### src/rtl/keyed_rst_pkg.sv
package keyed_rst_pkg;

    localparam int          DATA_W    = 32;
    localparam int          KEY_W     = 16;
    localparam logic [15:0] WR_KEY    = 16'h05FA;
    localparam logic [15:0] RD_KEY    = 16'hFA05;
    localparam int          GRP_W     = 3;

    // bit positions the consumers of this register decode
    localparam int BIT_NS_DEPRI = 14;
    localparam int BIT_NS_FAULT = 13;
    localparam int GRP_LSB      = 8;
    localparam int BIT_RST_LOCK = 3;
    localparam int BIT_RST_REQ  = 2;
    localparam int BIT_CLR_ACT  = 1;

    typedef struct packed {
        logic             ns_depri;
        logic             ns_fault;
        logic             rst_lock;
        logic [GRP_W-1:0] grp_point;
    } ctl_fields_t;

    localparam ctl_fields_t FIELDS_RST = '0;

    function automatic logic [DATA_W-1:0] pack_read(input ctl_fields_t f, input logic endian);
        logic [DATA_W-1:0] w;
        w = '0;
        w[DATA_W-1 -: KEY_W]            = RD_KEY;
        w[15]                           = endian;
        w[BIT_NS_DEPRI]                 = f.ns_depri;
        w[BIT_NS_FAULT]                 = f.ns_fault;
        w[GRP_LSB +: GRP_W]             = f.grp_point;
        w[BIT_RST_LOCK]                 = f.rst_lock;
        return w;
    endfunction

endpackage

### src/rtl/keyed_rst_gate.sv
module keyed_rst_gate
    import keyed_rst_pkg::*;
#(
    parameter int              ADDR_W   = 12,
    parameter logic [ADDR_W-1:0] REG_ADDR = 12'hD0C
) (
    input  logic              wr_en,
    input  logic [ADDR_W-1:0] addr,
    input  logic [DATA_W-1:0] wdata,
    input  logic              secure_acc,
    input  logic              core_halted,
    input  logic              dbg_en,
    input  ctl_fields_t       cur,
    output logic              upd_en,
    output ctl_fields_t       nxt,
    output logic [1:0]        fire
);

    logic key_ok;
    logic unused_rsvd;

    assign key_ok      = wdata[DATA_W-1 -: KEY_W] == WR_KEY;
    assign upd_en      = wr_en && (addr == REG_ADDR) && key_ok;
    assign unused_rsvd = ^{wdata[15], wdata[12:11], wdata[7:4], wdata[0]};

    always_comb begin
        nxt           = cur;
        nxt.grp_point = wdata[GRP_LSB +: GRP_W];
        if (secure_acc) begin
            nxt.ns_depri = wdata[BIT_NS_DEPRI];
            nxt.ns_fault = wdata[BIT_NS_FAULT];
            nxt.rst_lock = wdata[BIT_RST_LOCK];
        end
    end

    // fire[0]: reset request, fire[1]: clear active
    assign fire[0] = upd_en && wdata[BIT_RST_REQ] && (secure_acc || !cur.rst_lock);
    assign fire[1] = upd_en && wdata[BIT_CLR_ACT] && core_halted && dbg_en;

endmodule

### src/rtl/keyed_rst_store.sv
module keyed_rst_store
    import keyed_rst_pkg::*;
(
    input  logic        clk,
    input  logic        rst,
    input  logic        upd_en,
    input  ctl_fields_t nxt,
    output ctl_fields_t q
);

    always_ff @(posedge clk) begin
        if (rst)         q <= FIELDS_RST;
        else if (upd_en) q <= nxt;
    end

    // fields hold when no accepted write
    p_hold_unkeyed_r1: assert property (@(posedge clk) disable iff (rst)
        !upd_en |=> $stable(q));

endmodule

### src/rtl/keyed_rst_pulse.sv
module keyed_rst_pulse #(
    parameter int N = 2
) (
    input  logic         clk,
    input  logic         rst,
    input  logic [N-1:0] fire,
    output logic [N-1:0] pulse
);

    for (genvar i = 0; i < N; i++) begin : g_pulse
        always_ff @(posedge clk) begin
            if (rst) pulse[i] <= 1'b0;
            else     pulse[i] <= fire[i];
        end
    end

endmodule

### src/rtl/keyed_rst_ctl.sv
module keyed_rst_ctl
    import keyed_rst_pkg::*;
#(
    parameter int                ADDR_W   = 12,
    parameter logic [ADDR_W-1:0] REG_ADDR = 12'hD0C
) (
    input  logic              clk,
    input  logic              rst,
    input  logic              wr_en,
    input  logic [ADDR_W-1:0] addr,
    input  logic [31:0]       wdata,
    input  logic              secure_acc,
    input  logic              core_halted,
    input  logic              dbg_en,
    input  logic              endian_strap,
    output logic [31:0]       rdata,
    output logic              sys_rst_req,
    output logic              clr_active
);

    localparam int NPULSE = 2;

    ctl_fields_t       cur_q;
    ctl_fields_t       nxt_d;
    logic              upd_en;
    logic [NPULSE-1:0] fire;
    logic [NPULSE-1:0] pulse_q;

    keyed_rst_gate #(.ADDR_W(ADDR_W), .REG_ADDR(REG_ADDR)) u_gate (
        .wr_en       (wr_en),
        .addr        (addr),
        .wdata       (wdata),
        .secure_acc  (secure_acc),
        .core_halted (core_halted),
        .dbg_en      (dbg_en),
        .cur         (cur_q),
        .upd_en      (upd_en),
        .nxt         (nxt_d),
        .fire        (fire)
    );

    keyed_rst_store u_store (
        .clk    (clk),
        .rst    (rst),
        .upd_en (upd_en),
        .nxt    (nxt_d),
        .q      (cur_q)
    );

    keyed_rst_pulse #(.N(NPULSE)) u_pulse (
        .clk   (clk),
        .rst   (rst),
        .fire  (fire),
        .pulse (pulse_q)
    );

    assign sys_rst_req = pulse_q[0];
    assign clr_active  = pulse_q[1];
    assign rdata       = (addr == REG_ADDR) ? pack_read(cur_q, endian_strap) : '0;

    // a reset pulse needs a keyed write to this register asking for it
    p_rst_keyed_r4: assert property (@(posedge clk) disable iff (rst)
        sys_rst_req |-> $past(wr_en && addr == REG_ADDR
                              && wdata[31:16] == WR_KEY && wdata[BIT_RST_REQ]));

    // locked reset request only from a secure writer
    p_rst_lock_r5: assert property (@(posedge clk) disable iff (rst)
        sys_rst_req |-> $past(secure_acc || !cur_q.rst_lock));

    // clear-active only while halted with debug enabled
    p_clr_halted_r6: assert property (@(posedge clk) disable iff (rst)
        clr_active |-> $past(core_halted && dbg_en));

    // non-secure writes never touch the secure-owned bits
    p_ns_protect_r7: assert property (@(posedge clk) disable iff (rst)
        !secure_acc |=> $stable({cur_q.ns_depri, cur_q.ns_fault, cur_q.rst_lock}));

    // writes elsewhere leave the fields alone
    p_other_addr_r8: assert property (@(posedge clk) disable iff (rst)
        (addr != REG_ADDR) |=> $stable(cur_q));

endmodule

### config.mk
export PLATFORM = sky130hd
export DESIGN_NAME = keyed_rst_ctl
export DESIGN_NICKNAME = d
export VERILOG_FILES = /design/src/rtl/keyed_rst_pkg.sv /design/src/rtl/keyed_rst_gate.sv /design/src/rtl/keyed_rst_store.sv /design/src/rtl/keyed_rst_pulse.sv /design/src/rtl/keyed_rst_ctl.sv
export SDC_FILE = /design/constraint.sdc
export NUM_CORES = 1
export LEC_CHECK = 0
export BUFFER_PORTS_ARGS = -buffer_cell sky130_fd_sc_hd__clkbuf_2
export CORE_AREA = 2 2 51 53
export DETAILED_ROUTE_END_ITERATION = 8
export DIE_AREA = 0 0 53 55
export PLACE_DENSITY = 0.77
export SLEW_MARGIN = 40
export SYNTH_ARGS = -nofsm -noshare
export SYNTH_HDL_FRONTEND = slang
export SYNTH_HIERARCHICAL = 1
export SYNTH_SLANG_ARGS = --single-unit
### constraint.sdc
create_clock -name clk -period 4.7 [get_ports clk]
set_input_delay 1.41 -clock clk [delete_from_list [all_inputs] [get_ports clk]]
set_output_delay 1.41 -clock clk [all_outputs]
set_load 0.02 [all_outputs]
==> results_dict.tcl <==
set metrics [dict create \
    crit_fanout 8 \
    synth_edf_count 0 \
    grt-ovfl-total 0 \
    crit_type "input port to output pin" \
    slew_viol_final 0 \
    core_um2 2360 \
    syn_area_per_cell_um2 8.44 \
    final_cell_area_um2 968 \
    start_util 0.325 \
    hold_violations 0 \
    drive_above_1_share 0.529 \
    rsz0062_at_grt "false" \
    fin_setup_tns_ns 0 \
    synth_top_area_share 0.264 \
    drc 0 \
    synth_cell_types 24 \
    area_delta_synth_final_pct 26.1 \
    cts_resized 0 \
    numClockSinks 8 \
    wl_um 1780 \
    cts.path.max_buffers 2 \
    fp.dieH_um 55 \
    cp_slowest_stage_delay_ns 0.68 \
    num_rows 18 \
    pwr_density_cell_nw_per_um2 163 \
    synth_area_um2 768 \
    min_period_ns 4.20 \
    first_global_vias 654 \
    drt-initial-drc-count 4 \
    dieArea_um2 2920 \
    vias_per_cell 4.59 \
    drt-wirelength-per-cell_um 10.5 \
    cts_tree "done" \
    crit_top_cell "clkbuf_2" \
    num-nets-final 193 \
    cap_violations 0 \
    dp_hpwl_um 1470 \
    fmax_mhz 238 \
    routed-via-count 780 \
    antenna_found_initial 0 \
    clkLatencyLatePin_ns 0.24 \
    synth_area_leader_cell "buf_4" \
    cp_data_required_time_ns 3.29 \
    grt_util_all_layers 0.122 \
    fin_crit_sh 0.893 \
    endpoint_kind "output pin" \
    synth-seq-cells 8 \
    dr.pass1.iters 3 \
    crit_chain "clkbuf_2 -> or4b_1 -> nor4_1 -> clkbuf_2" \
    n_antenna_cell 0 \
    synthTopCellsByCount "buf_4, dfxtp_1, nor2_1, nor4_1, or4b_2" \
    die_w_um 53 \
    cts_root_buf "clkbuf_4" \
    whs_ns 0.485 \
    ys.flop_type "dfxtp_1" \
    ys_warn_count 6 \
    cts_buffers 3 \
    grt_pass1_wl_um 2550 \
    cts_hold_buf 0 \
    cp.arrival_ns 2.79 \
    start_kind "input port" \
    synthTopCellsByArea "buf_4, dfxtp_1, or4b_2, mux2i_1, nor4_1" \
    place.gp.congestion 0.645 \
    critPathSlowestCell "or4b_1" \
    netlist_instances 91 \
    pin_count 85 \
    outcome "completed" \
    path_clk_slew_ns 0.05 \
    max-vdd-ir-drop_uv 102 \
    io_buffers 59 \
    antenna_left 0 \
    synth-seq-area-share 0.208 \
    setup_slack_ns 0.501 \
    synthArstFlopShare 0 \
    htreeDepth 1 \
    dpl-instance-area_um2 946 \
    nFillCells 266 \
    fin_skew_ns 0.00000663 \
    dpl_worst_slack_ns 0.516 \
    grt_max_degree 10 \
    cts_setup_buffers 0 \
    yosysMostFrequentCell "buf_4" \
    finalSetupViolCount 0 \
    final_util 0.410 \
    min_path_type "flop to flop" \
    slew_headroom 0.559 \
    worstMarginPinSlew_ns 0.659 \
    p_leak_nw 0.478 \
]
==> cell type report <==
class                           instances  area [um2]  area share
Multi-Input combinational cell         69         445       0.460
Timing Repair Buffer                   60         303       0.313
Sequential cell                         8         160       0.165
Tap cell                               30        37.5      0.0388
Clock buffer                            3        22.5      0.0233
==> metal layers <==
layer  part of all wire  GRT usage
met5                  0          0
met2               0.47      0.221
met3               0.14     0.0188
met1               0.39      0.133
met4             0.0062     0.0769
==> layout by cell type (no fill, tap or decap) <==
master / count
clkbuf_2: 59
and4_1: 1
or4b_1: 1
dfxtp_1: 8
nor4bb_1: 1
and4b_1: 2
nor4_2: 1
nor3_1: 4
nand4_1: 3
nand3_1: 1
and4bb_2: 1
nor4_1: 7
nand2b_1: 1
mux2_2: 2
mux2i_1: 6
or4b_2: 7
clkbuf_4: 3
nand2_1: 3
buf_4: 1
conb_1: 17
nor2b_1: 2
nor2_1: 8
or4_1: 1
==> cell families after synthesis <==
logic type / after synthesis / synth area share
and+or+nand+nor: 44 / 0.389
buffers and inverters: 30 / 0.290
muxes: 8 / 0.107
DFF: 8 / 0.208
other: 1 / 0.00488
==> flip-flops by register name, summed over array words and instances (netlist names) <==
register       count
u_store/q          6
u_pulse/pulse      2
==> critical path: cells and delay by family <==
family | cells | cell delay (ns)
simple gates | 2 | 1.06
buf+inv | 2 | 0.32
==> power by group <==
group / switching [mW] / internal, mW
logic: 0.0239 / 0.0161
clock network: 0.0213 / 0.0291
registers: 0.0000000000617 / 0.0679
total: 0.0452 / 0.113
==> worst paths after layout <==
path	slack, ns	endpoint	from	cells past startpoint
min reg2reg	0.48	u_store/q[2]	u_store/q[2]	2
max	0.50	rdata[13]	addr[7]	4
max reg2reg	3.82	u_store/q[5]	u_store/q[5]	3
min	0.48	u_store/q[2]	u_store/q[2]	2
==> stage by stage <==
stage,instances,power (mW)
6_report,170,0.158
5_1_grt,170,0.168
4_1_cts,170,0.161
3_5_place_dp,167,0.109
3_3_place_gp,167,0.109
2_1_floorplan,107,0.101
Power figures use the tool's default switching activity.
